[config.mk]
export PLATFORM = sky130hd
export DESIGN_NAME = ind_reg_bridge
export DESIGN_NICKNAME = d
export VERILOG_FILES = /design/src/rtl/ind_bridge_pkg.sv /design/src/rtl/ind_bridge_ctrl.sv /design/src/rtl/ind_bridge_dp.sv /design/src/rtl/ind_reg_bridge.sv
export SDC_FILE = /design/constraint.sdc
export NUM_CORES = 1
export LEC_CHECK = 0
export ABC_CLOCK_PERIOD_IN_PS = 1600
export BUFFER_PORTS_ARGS = -buffer_cell sky130_fd_sc_hd__buf_2
export CAP_MARGIN = 10
export CORE_MARGIN = 2
export CORE_UTILIZATION = 45
export DETAILED_ROUTE_END_ITERATION = 16
export PLACE_DENSITY_LB_ADDON = 0.2
export SLEW_MARGIN = 25
export SYNTH_ARGS = -nofsm -noshare
export SYNTH_HDL_FRONTEND = slang
export SYNTH_SLANG_ARGS = --single-unit
[constraint.sdc]
create_clock -name clk -period 1.6 [get_ports clk]
set_input_delay 0.08 -clock clk [delete_from_list [all_inputs] [get_ports clk]]
set_output_delay 0.08 -clock clk [all_outputs]
set_load 0.02 [all_outputs]
[src/rtl/ind_bridge_pkg.sv]
package ind_bridge_pkg;
  localparam int HOST_AW = 5;
  localparam int LANES   = 4;
  localparam int DATA_W  = LANES * 8;
  localparam int INNER_AW = 8;
  localparam int FLAG_N  = 2;

  localparam logic [HOST_AW-1:0] OFF_ID   = 5'h00;
  localparam logic [HOST_AW-1:0] OFF_CTRL = 5'h04;
  localparam logic [HOST_AW-1:0] OFF_LOW  = 5'h08;
  localparam logic [HOST_AW-1:0] OFF_UP   = 5'h0C;
  localparam logic [HOST_AW-1:0] OFF_EN   = 5'h10;
  localparam logic [HOST_AW-1:0] OFF_FLAG = 5'h14;

  localparam int BIT_BUSY = 31;
  localparam int BIT_SIZE = 25;
  localparam int BIT_DIR  = 24;
  localparam int BEU_LSB  = 20;
  localparam int BEL_LSB  = 16;

  localparam int FLG_XFER = 0;
  localparam int FLG_SUB  = 1;

  typedef struct packed {
    logic ldCtrl;
    logic ldLow;
    logic ldUp;
    logic ldEn;
    logic clrFlag;
    logic start;
    logic done;
  } strobe_t;
endpackage

[src/rtl/ind_bridge_ctrl.sv]
module ind_bridge_ctrl
  import ind_bridge_pkg::*;
(
  input  logic               clk,
  input  logic               rstN,
  input  logic               hostSel,
  input  logic               hostWrite,
  input  logic [HOST_AW-1:0] hostAddr,
  input  logic               wrDir,
  input  logic               storedDir,
  input  logic               innerAck,
  output logic               busy,
  output strobe_t            stb
);
  typedef enum logic {IDLE, XFER} state_t;
  state_t state;

  logic wrHit, wrOpen;

  assign busy   = (state == XFER);
  assign wrHit  = hostSel && hostWrite;
  assign wrOpen = wrHit && !busy;

  always_comb begin
    stb         = '0;
    stb.ldCtrl  = wrOpen && (hostAddr == OFF_CTRL);
    stb.ldLow   = wrOpen && (hostAddr == OFF_LOW);
    stb.ldUp    = wrOpen && (hostAddr == OFF_UP);
    stb.ldEn    = wrHit  && (hostAddr == OFF_EN);
    stb.clrFlag = wrHit  && (hostAddr == OFF_FLAG);
    stb.start   = (stb.ldCtrl && wrDir) || (stb.ldLow && !storedDir);
    stb.done    = busy && innerAck;
  end

  always_ff @(posedge clk or negedge rstN) begin
    if (!rstN) begin
      state <= IDLE;
    end else begin
      case (state)
        IDLE: if (stb.start) state <= XFER;
        XFER: if (innerAck)  state <= IDLE;
        default: state <= IDLE;
      endcase
    end
  end
endmodule

[src/rtl/ind_bridge_dp.sv]
module ind_bridge_dp
  import ind_bridge_pkg::*;
#(
  parameter logic [DATA_W-1:0] ID_VALUE = 32'h1D0B_0001
) (
  input  logic                clk,
  input  logic                rstN,
  input  strobe_t             stb,
  input  logic                busy,
  input  logic                hostSel,
  input  logic                hostWrite,
  input  logic [HOST_AW-1:0]  hostAddr,
  input  logic [DATA_W-1:0]   hostWdata,
  input  logic [DATA_W-1:0]   innerRdata,
  input  logic                innerIrq,
  output logic [DATA_W-1:0]   hostRdata,
  output logic                hostRdValid,
  output logic                storedDir,
  output logic [INNER_AW-1:0] innerAddr,
  output logic [LANES-1:0]    innerBe,
  output logic [DATA_W-1:0]   innerWdata,
  output logic                irq,
  output logic [24:0]         ctrlView,
  output logic [FLAG_N-1:0]   enView
);
  logic [INNER_AW-1:0] addrQ;
  logic [LANES-1:0]    beLowQ, beUpQ;
  logic                dirQ, sizeQ;
  logic [7:0]          lowByte [LANES];
  logic [DATA_W-1:0]   lowQ, upQ;
  logic [FLAG_N-1:0]   enQ, flagQ, flagSet;
  logic                irqPrev;
  logic [DATA_W-1:0]   ctrlWord, rdMux;

  // control word fields
  always_ff @(posedge clk or negedge rstN) begin
    if (!rstN) begin
      addrQ  <= '0;
      beLowQ <= '0;
      beUpQ  <= '0;
      dirQ   <= 1'b0;
      sizeQ  <= 1'b0;
    end else if (stb.ldCtrl) begin
      addrQ  <= hostWdata[INNER_AW-1:0];
      beLowQ <= hostWdata[BEL_LSB +: LANES];
      beUpQ  <= hostWdata[BEU_LSB +: LANES];
      dirQ   <= hostWdata[BIT_DIR];
      sizeQ  <= hostWdata[BIT_SIZE];
    end
  end

  // lower data, one byte lane per generate slice
  for (genvar g = 0; g < LANES; g++) begin : g_lane
    always_ff @(posedge clk or negedge rstN) begin
      if (!rstN) begin
        lowByte[g] <= '0;
      end else if (stb.ldLow) begin
        lowByte[g] <= hostWdata[g*8 +: 8];
      end else if (stb.done && dirQ && beLowQ[g]) begin
        lowByte[g] <= innerRdata[g*8 +: 8];
      end
    end
    assign lowQ[g*8 +: 8] = lowByte[g];
  end

  always_ff @(posedge clk or negedge rstN) begin
    if (!rstN) begin
      upQ <= '0;
      enQ <= '0;
    end else begin
      if (stb.ldUp) upQ <= hostWdata;
      if (stb.ldEn) enQ <= hostWdata[FLAG_N-1:0];
    end
  end

  // interrupt flags: set events win over write-one-to-clear
  always_comb begin
    flagSet           = '0;
    flagSet[FLG_SUB]  = innerIrq && !irqPrev;
    flagSet[FLG_XFER] = stb.done;
  end

  always_ff @(posedge clk or negedge rstN) begin
    if (!rstN) begin
      flagQ   <= '0;
      irqPrev <= 1'b0;
    end else begin
      irqPrev <= innerIrq;
      flagQ   <= (flagQ & ~(stb.clrFlag ? hostWdata[FLAG_N-1:0] : '0)) | flagSet;
    end
  end

  assign irq = |(flagQ & enQ);

  assign ctrlWord = {busy, 5'b0, sizeQ, dirQ, beUpQ, beLowQ, 8'b0, addrQ};

  always_comb begin
    case (hostAddr)
      OFF_ID:   rdMux = ID_VALUE;
      OFF_CTRL: rdMux = ctrlWord;
      OFF_LOW:  rdMux = lowQ;
      OFF_UP:   rdMux = upQ;
      OFF_EN:   rdMux = {{(DATA_W-FLAG_N){1'b0}}, enQ};
      OFF_FLAG: rdMux = {{(DATA_W-FLAG_N){1'b0}}, flagQ};
      default:  rdMux = '0;
    endcase
  end

  always_ff @(posedge clk or negedge rstN) begin
    if (!rstN) begin
      hostRdValid <= 1'b0;
      hostRdata   <= '0;
    end else begin
      hostRdValid <= hostSel && !hostWrite;
      if (hostSel && !hostWrite) hostRdata <= rdMux;
    end
  end

  assign storedDir  = dirQ;
  assign innerAddr  = addrQ;
  assign innerBe    = beLowQ;
  assign innerWdata = lowQ;
  assign ctrlView   = ctrlWord[24:0];
  assign enView     = enQ;
endmodule

[src/rtl/ind_reg_bridge.sv]
module ind_reg_bridge
  import ind_bridge_pkg::*;
#(
  parameter logic [31:0] ID_VALUE = 32'h1D0B_0001
) (
  input  logic        clk,
  input  logic        rstN,
  input  logic        hostSel,
  input  logic        hostWrite,
  input  logic [4:0]  hostAddr,
  input  logic [31:0] hostWdata,
  output logic [31:0] hostRdata,
  output logic        hostRdValid,
  output logic        innerReq,
  output logic        innerWe,
  output logic [7:0]  innerAddr,
  output logic [3:0]  innerBe,
  output logic [31:0] innerWdata,
  input  logic        innerAck,
  input  logic [31:0] innerRdata,
  input  logic        innerIrq,
  output logic        irq
);
  strobe_t           stb;
  logic              busy;
  logic              storedDir;
  logic [24:0]       ctrlView;
  logic [FLAG_N-1:0] enView;

  ind_bridge_ctrl u_ctrl (
    .clk       (clk),
    .rstN      (rstN),
    .hostSel   (hostSel),
    .hostWrite (hostWrite),
    .hostAddr  (hostAddr),
    .wrDir     (hostWdata[BIT_DIR]),
    .storedDir (storedDir),
    .innerAck  (innerAck),
    .busy      (busy),
    .stb       (stb)
  );

  ind_bridge_dp #(.ID_VALUE(ID_VALUE)) u_dp (
    .clk         (clk),
    .rstN        (rstN),
    .stb         (stb),
    .busy        (busy),
    .hostSel     (hostSel),
    .hostWrite   (hostWrite),
    .hostAddr    (hostAddr),
    .hostWdata   (hostWdata),
    .innerRdata  (innerRdata),
    .innerIrq    (innerIrq),
    .hostRdata   (hostRdata),
    .hostRdValid (hostRdValid),
    .storedDir   (storedDir),
    .innerAddr   (innerAddr),
    .innerBe     (innerBe),
    .innerWdata  (innerWdata),
    .irq         (irq),
    .ctrlView    (ctrlView),
    .enView      (enView)
  );

  assign innerReq = busy;
  assign innerWe  = !storedDir;
endmodule

# Yosys cells after proc, flatten, opt, wreduce, memory -nomap -nowiden
# Cells that the tools add are included.
# Widths: inputs -> output; s select.
[op_classes]
n_addsub = 0
multipliers = 0
div = 0
magnitude_cmp = 0
n_eq_ne = 5
n_shift = 0
mux = 13
n_bitwise = 5
n_reduce_logical = 28
[ops]
columns = ["op", "count"]
rows = [
  ["$pmux 32 s6", 1],
  ["$mux 8", 8],
  ["$logic_and 1x1->1", 17],
  ["$eq 5x4->1 const B", 2],
  ["$eq 5x5->1 const B", 2],
  ["$reduce_bool 2->1", 4],
  ["$eq 5x3->1 const B", 1],
  ["$logic_not 5->1", 1],
  ["$and 2x2->2", 2],
  ["$logic_not 1->1", 4],
  ["$mux 1", 2],
  ["$mux 2", 1],
  ["$not 2->2", 1],
  ["$or 2x2->2", 1],
  ["$pmux 1 s2", 1],
  ["$reduce_or 2->1", 1],
  ["$logic_or 1x1->1", 1],
  ["$not 1->1", 1],
]
[totals]
regBits = 121
latchBits = 0
mem_bits_rw = 0
rom_bits = 0
output_inout_bits = 80
mem_count = 0

# Longest topological paths before layout
# Gate-level depths: netlist of the first run.
[logic_depth]
depth_word = 7
ltp_mapped = 6

# By module
# From an unflattened synthesis of the first run, not the netlist that was laid out.
[unflattened]
cells_unflattened = 491
hier_area_um2 = 5609.1
[by_module_without_submodules]
columns = ["mod", "n_inst", "cells_per_inst", "area_each_um2", "seq_area_each_um2"]
rows = [
  ["ind_bridge_dp", 1, 474, 5462.7, 3002.9],
  ["ind_bridge_ctrl", 1, 16, 142.6, 25.0],
  ["ind_reg_bridge", 1, 1, 3.8, 0.0],
]

# Worst setup path after synthesis of the first run
# OpenSTA, ideal clock, no wires.
[synth_path]
path_kind = "flip-flop to flip-flop"
startpoint = "reg u_ctrl.state (netlist: u_ctrl.busy)"
endpoint = "reg u_dp.lowByte (netlist bit u_dp.innerWdata[0])"
t_arrival_ns = 1.518
t_required_ns = 1.482
slack_ns = -0.036
stages_incl_launch_ff = 6
path_buffers = 1
period_less_slack_ns = 1.636
cell_sequence = "dfrtp_1 -> and2_1 -> and3_1 -> clkbuf_1 -> nor2_1 -> a21o_1"
[synth_via]
elab_chain_len = 4
elab_cells_between_ends = 8
cone_classes = "mux (1); reduce/logical (7)"
[synth_rtl]
columns = ["element", "line", "text"]
rows = [
  ["start: declaration", "ind_bridge_ctrl.sv:16", "state_t state;"],
  ["start signal: assignment", "ind_bridge_ctrl.sv:37", "state <= IDLE;"],
  ["start signal: assignment", "ind_bridge_ctrl.sv:40", "IDLE: if (stb.start) state <= XFER;"],
  ["start signal: assignment", "ind_bridge_ctrl.sv:41", "XFER: if (innerAck) state <= IDLE;"],
  ["$logic_not 1->1 / $logic_and 1x1->1 (equally long branches)", "ind_bridge_ctrl.sv:22, ind_bridge_ctrl.sv:32", ""],
  ["$logic_and 1x1->1 (on tied branches)", "ind_bridge_ctrl.sv:22, ind_bridge_dp.sv:59", ""],
  ["$logic_and 1x1->1 (on tied branches)", "ind_bridge_ctrl.sv:27, ind_bridge_dp.sv:59", ""],
  ["$mux 8 / $reduce_bool 2->1 (equally long branches)", "--", ""],
  ["end signal: indexed assignment", "ind_bridge_dp.sv:58", "lowByte[g] <= hostWdata[g*8 +: 8];"],
  ["end signal: indexed assignment", "ind_bridge_dp.sv:60", "lowByte[g] <= innerRdata[g*8 +: 8];"],
  ["end: declaration", "ind_bridge_dp.sv:29", "logic [7:0] lowByte [LANES];"],
]
# Several ways; a longest one is shown, not always the timed one.
# A chain may end at the register's enable or synchronous reset.

# Final worst setup path of the first run
[layout_path]
startpoint = "reg u_ctrl.state (netlist: u_ctrl.busy)"
endpoint = "reg u_dp.upQ[9]"
[layout_via]
elab_chain_len = 3
[layout_rtl]
columns = ["element", "line", "text"]
rows = [
  ["$logic_not 1->1", "ind_bridge_ctrl.sv:22", "assign wrOpen = wrHit && !busy;"],
  ["$logic_and 1x1->1", "ind_bridge_ctrl.sv:22", ""],
  ["$logic_and 1x1->1", "ind_bridge_ctrl.sv:28", "stb.ldUp = wrOpen && (hostAddr == OFF_UP);"],
  ["end signal: assignment", "ind_bridge_dp.sv:71", "if (stb.ldUp) upQ <= hostWdata;"],
  ["end: declaration", "ind_bridge_dp.sv:30", "logic [DATA_W-1:0] lowQ, upQ;"],
]
# Every way passes these cells.

==> results.cfg, run 1 <==
[outcome]
outcome = completed

[clock_network]
h-tree-depth = 4
clk_path_buf_depth = 2
cts_tree = yes
cts_inserted_buffers = 17
clk_pin_slew_ns = 0.06
clkLatencyLatePin_ns = 0.42
root_buffer = clkbuf_16
cts_sinks = 121

[placement]
portBuffers = 154
place_ws_ns = -0.06293
gp_congestion = 0.7885
placed_area_mm2 = 0.006411
dp_hpwl_um = 10010

[floorplanning]
fp.coreArea_mm2 = 0.01186
fp.dieH_um = 113.5
die_area_mm2 = 0.01289
initial_utilization = 0.4551
io_pins = 155
row_count = 40
die_x_um = 113.5

[worst_setup_path]
path_max_fanout = 13
cp-start-kind = flop
reg2reg_depth = 5
crit_arrival_ns = 1.85
endpoint_kind = flop
cp.required_ns = 1.90
criticalPathCategory = reg2reg
rrSetupSlack_ns = 0.06
r2r_start = u_ctrl.busy$_DFF_PN0_
cp-startpoint = u_ctrl.busy$_DFF_PN0_
rr_endpoint = u_dp.upQ[9]$_DFFE_PN0P_

[worst_hold_path]
hold_path_end = u_dp.hostRdata[0]$_DFFE_PN0P_
hp-start = hostAddr[0]
hold_path_depth = 3
hp-class = in2reg

[synth]
ys_seq_elements = 121
yosys.cell_types.count = 35
synth_edf_count = 0
synth_nets = 510
ys_warn_count = 0
syn_inst = 435
yosysSeqAreaShare = 0.5610
synthesis.area_mm2 = 0.005398
synth.avg_cell_area_um2 = 12.41
ys.flop_type = dfrtp_1
async_flop_share = 1.000

[global_route]
overflow = 0
grt_max_degree = 122
grt_pass1_vias = 4718
grt_first_pass_wirelength_um = 24490
antenna_found_initial = 0
grt_use_total = 0.2484

[sta]
setup_slack_ns = 0.05745
max_slew_margin = 0.5450
fmax_mhz = 648.3
finalHoldViolations = 0
worst_pin_slew_ns = 0.6826
rsz0062_at_grt = yes
setup_viol = 0
fin_setup_tns_ns = 0
holdWs_ns = 0.03848
fin_crit_ns = 1.543
period_share = 0.9641
report.final.slew_viol_count = 0
finClkSkew_ns = 0.007475

[power]
p_per_area_mw_per_mm2 = 1223
total_leakage_power_uw = 0.004195
pwr-share-clk = 0.455
p_switching_uw = 2501
p_sw_frac = 0.2613
irDropWorstVdd_v = 0.0007434
comb_power_share = 0.158
power.internal_uw = 7071
p_seq_frac = 0.387

[routing]
viasPerCell = 5.382
wl_per_cell_um = 18.98
num_vias = 4483
drtAntennaViolNets = 0
dr.pass1.iters = 5
drt-total-wl_um = 15810
drtIter0Drc = 324
drc = 0

[layout]
drive_gt1_frac = 0.4359
nNetsFinal = 748
syn_to_final_growth_pct = 44.95
stdcell_area_mm2 = 0.007824
postLayoutCoreUtil = 0.6596
antennaDiodeCount = 0

[job]
cap_violations = 0
-- power groups by stage --
stage               registers (µW)  clock network, µW  logic, µW
finish                        3710               4350       1510
global route                  3740               4550       1620
CTS                           3700               4430       1510
detailed placement            3750                  0       1380
global placement              3730                  0       1350
floorplan                     3910                  0        634
-- cells by family (layout without fill, tap and decap cells) --
logic type             count (synthesis)  in the layout  synth area share
flip-flops                           121            121            0.5610
AO/OA/AOI/OAI                        128            128            0.1764
buffers and inverters                 43            294           0.04474
AND/OR/NAND/NOR                       72             72           0.07093
multiplexers                          71             71            0.1470
-- registers in the layout, indices dropped and copies added (netlist names), 2 cells and up --
signal and flops:
u_dp.hostRdata 32, u_dp.beUpQ 4, u_dp.innerWdata 32, u_dp.innerBe 4, u_dp.upQ 32, u_dp.innerAddr 8
u_dp.flagQ 2, u_dp.enView 2
-- cell usage in the layout, fill, tap and decap left out, types with 4 or more instances in the layout --
master | synthesis | final
o21ai_0 | 29 | 29
mux2i_1 | 5 | 5
and3_1 | 5 | 5
buf_4 | 19 | 32
bufinv_16 | 0 | 6
clkbuf_16 | 0 | 18
dlygate4sd3_1 | 0 | 66
mux2_2 | 66 | 66
and2_1 | 12 | 12
a21o_1 | 33 | 33
nand2_1 | 32 | 32
clkinvlp_4 | 0 | 5
a22o_1 | 35 | 35
a221o_1 | 10 | 10
a22oi_1 | 13 | 13
dfrtp_1 | 121 | 120
inv_1 | 4 | 4
buf_2 | 1 | 154
nor2_2 | 0 | 4
-- Yosys cell counts (2+ instances only) --
master	n	area (µm²)
dfrtp_1	121	3028
mux2_2	66	743.2
a22o_1	35	306.5
a21o_1	33	247.7
nand2_1	32	120.1
o21ai_0	29	145.1
buf_4	19	142.6
clkbuf_1	14	52.55
a22oi_1	13	97.59
and2_1	12	75.07
a221o_1	10	100.1
nor2_1	7	26.28
and3_1	5	31.28
mux2i_1	5	50.05
buf_1	4	15.01
inv_1	4	15.01
a21oi_1	3	15.01
nand2b_1	3	18.77
nor2b_1	3	18.77
nand4_1	2	12.51
-- cell type report --
cell class                      instances  area, µm²
Multi-Input combinational cell        271       2147
Tap cell                              147      183.9
Clock buffer                           17      425.4
Timing Repair Buffer                  258       1774
Sequential cell                       121       3029
Inverter                                4      15.01
Fill cell                             901       4038
Clock inverter                         15      249.0
-- worst max path at each step --
stage	end	slack (ns)	depth (start not counted)
2_1_floorplan	u_dp.upQ[10]$_DFFE_PN0P_	0.04	4
3_3_place_gp	u_dp.innerWdata[20]$_DFFE_PN0P_	0.02	4
3_5_place_dp	u_dp.innerWdata[17]$_DFFE_PN0P_	-0.06	4
4_1_cts	u_dp.innerWdata[1]$_DFFE_PN0P_	0.004	5
5_1_grt	u_dp.upQ[8]$_DFFE_PN0P_	-0.02	5
6_report	u_dp.upQ[9]$_DFFE_PN0P_	0.06	5
-- timing repair --
item                       in CTS  in global routing
hold buffers                   66                  0
pin swaps                       0                  1
setup buffers                   0                  3
cloned                          0                  2
setup endpoints to repair      17                 50
resized for setup               4                  4
hold endpoints to repair      207                  0
-- metal layers --
| metal | routed length (µm) | global-route usage | vias to the layer above |
|---|---|---|---|
| met5 | 0 | 0 | - |
| met2 | 7663 | 0.4064 | 155 |
| met3 | 800 | 0.06004 | 29 |
| li1 | - | - | 2069 |
| met4 | 301 | 0.09756 | 0 |
| met1 | 7048 | 0.3210 | 2230 |
-- worst max-delay path, stage by stage, from the launching register on --
cell and delay, ns:
dfrtp_2 0.41, nor2b_1 0.14, nor3b_4 0.21, buf_4 0.15
clkbuf_16 0.17, mux2_2 0.34
-- per-stage QoR --
stage	cells	total power, µW
floorplan	435	4543
global placement	730	5081
detailed placement	730	5129
CTS	828	9642
global route	833	9916
finish	833	9572
Note: power is estimated with default switching activity, not from simulation.
==> run 2: changes to the inputs <==
Settings changed: CORE_ASPECT_RATIO from default to 0.9.
==> run 2 against run 1 <==
Power fell by 8.3%; clock power fell by 19%; combinational power barely moved; clock skew down 0.0013 ns; routed wire length is 0.73% lower; utilization is 0.80 points higher; global-route usage rose by 0.47 points; critical path type unchanged; largest cell class unchanged; largest power group is now sequential cells; highest routed layer unchanged.
==> results.cfg, run 2 (synthesized netlist as in run 1, its figures left out) <==
[sta]
report.final.slew_viol_count = 0
worst_pin_slew_ns = 0.4459
finClkSkew_ns = 0.006150
period_share = 0.9722
setup_slack_ns = 0.04443
fin_setup_tns_ns = 0
max_slew_margin = 0.7028
rsz0062_at_grt = no
setup_viol = 0
finalHoldViolations = 0
fin_crit_ns = 1.556
fmax_mhz = 642.9

[clock_network]
clk_pin_slew_ns = 0.05
root_buffer = clkbuf_16
clk_path_buf_depth = 2
clkLatencyLatePin_ns = 0.42
cts_inserted_buffers = 17
cts_tree = yes
cts_sinks = 121
h-tree-depth = 4

[floorplanning]
die_x_um = 119.4
initial_utilization = 0.4664
fp.dieH_um = 107.9
fp.coreArea_mm2 = 0.01157
io_pins = 155
row_count = 37
die_area_mm2 = 0.01289

[routing]
num_vias = 4539
drtIter0Drc = 305
drt-total-wl_um = 15700
drtAntennaViolNets = 0
wl_per_cell_um = 18.69
drc = 0
dr.pass1.iters = 5
viasPerCell = 5.404

[power]
total_leakage_power_uw = 0.004152
p_sw_frac = 0.2643
p_seq_frac = 0.423
pwr-share-clk = 0.402
comb_power_share = 0.175
total_power_uw = 8779
p_switching_uw = 2320
p_per_area_mw_per_mm2 = 1136
power.internal_uw = 6459
irDropWorstVdd_v = 0.0006425

[placement]
gp_congestion = 0.8162
dp_hpwl_um = 10610
placed_area_mm2 = 0.006447
place_ws_ns = -0.03361
portBuffers = 154

[global_route]
grt_first_pass_wirelength_um = 24640
grt_use_total = 0.2531
antenna_found_initial = 1
grt_max_degree = 41
overflow = 0
grt_pass1_vias = 4686

[worst_hold_path]
hp-class = in2reg

[layout]
drive_gt1_frac = 0.4290
stdcell_area_mm2 = 0.007726
syn_to_final_growth_pct = 43.14
fillCellCount = 883
final_common_cell = buf_2
postLayoutCoreUtil = 0.6676
final_cell_mix = buf_2 (153), dfrtp_1 (120), mux2_2 (66), dlygate4sd3_1 (66), a22o_1 (35)
nNetsFinal = 749

[worst_setup_path]
endpoint_kind = flop
crit_arrival_ns = 1.86
criticalPathCategory = reg2reg
cp.required_ns = 1.90
path_max_fanout = 8
cp-start-kind = flop

[outcome]
outcome = completed

[job]
cap_violations = 0
-- run 2: changes by cell type in the layout (fill, tap and decap cells not counted), sizes merged --
cell,before,now
bufinv,6,1
inv,5,4
clkinv,3,2
clkbuf,18,25
clkinvlp,5,0
buf,191,193
diode,0,1
-- run 2: area by class of cell --
class,count,area (µm²),share of cell area
flip-flops and latches,121,3029,0.3921
multi-input cells,271,2148,0.2781
repair buffers,259,1790,0.2317
clock buffers,25,505.5,0.06543
well taps,156,195.2,0.02526
clock inverters,3,40.04,0.005182
inverters,4,15.01,0.001943
diodes,1,2.502,0.0003239
-- run 2: power groups by stage --
stage | logic [µW] | clock network [µW] | registers (µW)
finish | 1530 | 3530 | 3710
global route | 1650 | 3740 | 3760
CTS | 1540 | 3610 | 3700
detailed placement | 1410 | 0 | 3750
global placement | 1380 | 0 | 3740
floorplan | 634 | 0 | 3910
-- run 2: per-layer routing --
layer	GRT usage	part of all wire	vias to the layer above
met1	0.3320	0.44	2259
li1	-	-	2067
met3	0.07521	0.065	31
met2	0.3906	0.47	182
met4	0.1143	0.022	0
met5	0	0	-
-- run 2: through the flow --
stage | instances | hold slack, ns
6_report | 840 | 0.06211
4_1_cts | 836 | 0.05621
2_1_floorplan | 435 | -0.2156
5_1_grt | 840 | 0.08435
3_3_place_gp | 741 | 0.05816
3_5_place_dp | 741 | 0.05968
-- run 2: timing repair --
action	4_1_cts	5_1_grt
cloned	0	1
hold endpoints to repair	150	0
pin swaps	0	1
setup buffers	1	2
gates resized for setup	3	11
endpoints found under the setup margin	17	52
hold buffers	66	0
-- run 2: worst paths after layout --
path / from / to / slack, ns / depth (start not counted)
hold reg to reg: u_dp.hostRdata[19]$_DFFE_PN0P_ / u_dp.hostRdata[19]$_DFFE_PN0P_ / 0.47 / 2
min in group asynchronous: rstN / u_dp.hostRdata[9]$_DFFE_PN0P_ / 0.16 / 2
max in group asynchronous: rstN / u_dp.hostRdValid$_DFF_PN0_ / 0.82 / 3
setup reg to reg: u_ctrl.busy$_DFF_PN0_ / u_dp.upQ[21]$_DFFE_PN0P_ / 0.04 / 5
hold / removal: hostAddr[0] / u_dp.hostRdata[0]$_DFFE_PN0P_ / 0.06 / 3
setup / recovery: u_ctrl.busy$_DFF_PN0_ / u_dp.upQ[21]$_DFFE_PN0P_ / 0.04 / 5
-- run 2: worst max-delay path, cell delays in order (launching register included) --
cell     delay (ns)
dfrtp_2        0.42
nor2b_2        0.14
nor3b_4        0.23
buf_6          0.16
buf_6          0.15
mux2_2         0.34
==> run 3: changes to the inputs <==
Settings changed: CORE_UTILIZATION 45 to 35.
==> run 3 against run 2 <==
Setup slack improved by 0.013 ns; flip-flop and latch count did not move; critical path depth is the same; fmax up 0.85%; global-route usage fell by 5.0 points; clock skew is 0.0016 ns higher; die area increased by 27%; power is 0.55% higher; utilization fell by 16 points; clock power is 2% higher; worst hold slack got worse by 0.0022 ns; critical endpoint is now u_dp.innerWdata[10]$_DFFE_PN0P_; largest cell class unchanged; largest power group unchanged; highest routed layer unchanged.
==> results.cfg, run 3 (synthesized netlist as in run 1, its figures left out) <==
[floorplanning]
io_pins = 155
initial_utilization = 0.3545
die_x_um = 134.9
fp.coreArea_mm2 = 0.01523
row_count = 43
fp.dieH_um = 121.8
die_area_mm2 = 0.01643

[global_route]
antenna_found_initial = 0
grt_pass1_vias = 4537
grt_first_pass_wirelength_um = 25160
overflow = 0
grt_max_degree = 49
grt_use_total = 0.2027

[worst_setup_path]
cp_slowest_cell = dfrtp_2
criticalPathCategory = reg2reg
cp.required_ns = 1.90
path_cells = and2_1 -> and3_2 -> buf_4 -> a22o_1 -> a21o_1
crit_arrival_ns = 1.85
reg2reg_depth = 5
endpoint_kind = flop
cp-start-kind = flop
path_max_fanout = 8
max_stage_delay_ns = 0.41

[power]
irDropWorstVdd_v = 0.0007722
p_per_area_mw_per_mm2 = 1131
total_power_uw = 8827
total_leakage_power_uw = 0.004137

[layout]
multi_input_area_mm2 = 0.002153
final_common_cell = buf_2
fillCellCount = 1356
syn_to_final_growth_pct = 44.55
seqCellArea_mm2 = 0.003029
drive_gt1_frac = 0.4347
final_cell_mix = buf_2 (153), dfrtp_1 (120), mux2_2 (66), dlygate4sd3_1 (66), a22o_1 (35)
antennaDiodeCount = 0
nNetsFinal = 743

[sta]
setup_slack_ns = 0.05758
fin_crit_ns = 1.542
finClkSkew_ns = 0.007741
fmax_mhz = 648.3
setup_viol = 0
max_slew_margin = 0.4747
period_share = 0.9640
rsz0062_at_grt = yes
worst_pin_slew_ns = 0.7837
finalHoldViolations = 0
report.final.slew_viol_count = 0

[routing]
drc = 0
dr.pass1.iters = 4
wl_per_cell_um = 18.28
drtIter0Drc = 231
drtAntennaViolNets = 0
num_vias = 4453
drt-total-wl_um = 16140
viasPerCell = 5.043

[placement]
gp_congestion = 0.7317
place_ws_ns = -0.09187
portBuffers = 154
dp_hpwl_um = 10690

[clock_network]
clk_pin_slew_ns = 0.06
root_buffer = clkbuf_16
cts_sinks = 121
h-tree-depth = 4
cts_inserted_buffers = 17
cts_tree = yes
clk_path_buf_depth = 2
clkLatencyLatePin_ns = 0.42

[outcome]
outcome = completed

[worst_hold_path]
hold_path_depth = 3
hp-class = in2reg

[job]
cap_violations = 0
## run 3: changes by cell type in the layout (fill, tap and decap cells not counted), sizes merged
cell / change
clkinv: +7
diode: -1
clkbuf: -7
clkinvlp: +3
buf: -6
inv: +1
## run 3: final cells by class
| type | instances | area share |
|---|---|---|
| clock buffer | 18 | 0.05629 |
| clock inverter | 14 | 0.01604 |
| inverter | 4 | 0.001924 |
| multi-input combinational | 271 | 0.2760 |
| sequential | 121 | 0.3882 |
| tap | 202 | 0.03239 |
| timing repair buffer | 253 | 0.2292 |
## run 3: through the flow
step	util	std cells	hold slack, ns	setup TNS, ns	instance area (µm²)
after floorplan	-	435	-0.2156	0	5399
after global placement	0.4266	782	0.04696	-0.4562	6495
after detailed placement	0.4266	782	0.05090	-1.451	6495
after CTS	0.5076	880	0.04978	0	7729
after global routing	0.5125	883	0.07545	-0.01654	7802
final	0.5125	883	0.05987	0	7802
## run 3: worst max-delay path: cells and delay by family (launching register included)
family | cells | cell delay [ns]
AND/OR/NAND/NOR | 2 | 0.50
flip-flops | 1 | 0.41
buffers and inverters | 1 | 0.18
AO/OA/AOI/OAI | 2 | 0.34
## run 3: what timing repair did
item                                    CTS  global route
buffers inserted                          0             3
resized for setup                         4             8
pin swaps                                 0             1
hold endpoints to repair                114             0
hold buffers                             66             0
endpoints found under the setup margin   24            45
## run 3: power by group
| part | switching (µW) | leakage [µW] | total, µW | internal, µW |
|---|---|---|---|---|
| Combinational | 799 | 0.00225 | 1530 | 729 |
| Sequential | 272 | 0.00162 | 3700 | 3430 |
| Clock | 1420 | 0.000272 | 3600 | 2170 |
## run 3: path summary, 6_finish.rpt
| check | start | end | slack, ns |
|---|---|---|---|
| hold / removal | hostAddr[1] | u_dp.hostRdata[0]$_DFFE_PN0P_ | 0.06 |
| setup / recovery | u_ctrl.busy$_DFF_PN0_ | u_dp.innerWdata[10]$_DFFE_PN0P_ | 0.06 |
| hold reg to reg | u_dp.hostRdata[2]$_DFFE_PN0P_ | u_dp.hostRdata[2]$_DFFE_PN0P_ | 0.48 |
| min in group asynchronous | rstN | u_dp.upQ[4]$_DFFE_PN0P_ | 0.15 |
| setup reg to reg | u_ctrl.busy$_DFF_PN0_ | u_dp.innerWdata[10]$_DFFE_PN0P_ | 0.06 |
| max in group asynchronous | rstN | u_dp.innerWdata[30]$_DFFE_PN0P_ | 0.82 |
## run 3: layer usage
metal | global-route usage | vias to the layer above | part of all wire
met4 | 0.06579 | 0 | 0.016
met1 | 0.2740 | 2258 | 0.46
met3 | 0.04411 | 19 | 0.040
met5 | 0 | - | 0
li1 | - | 2059 | -
met2 | 0.3261 | 117 | 0.48
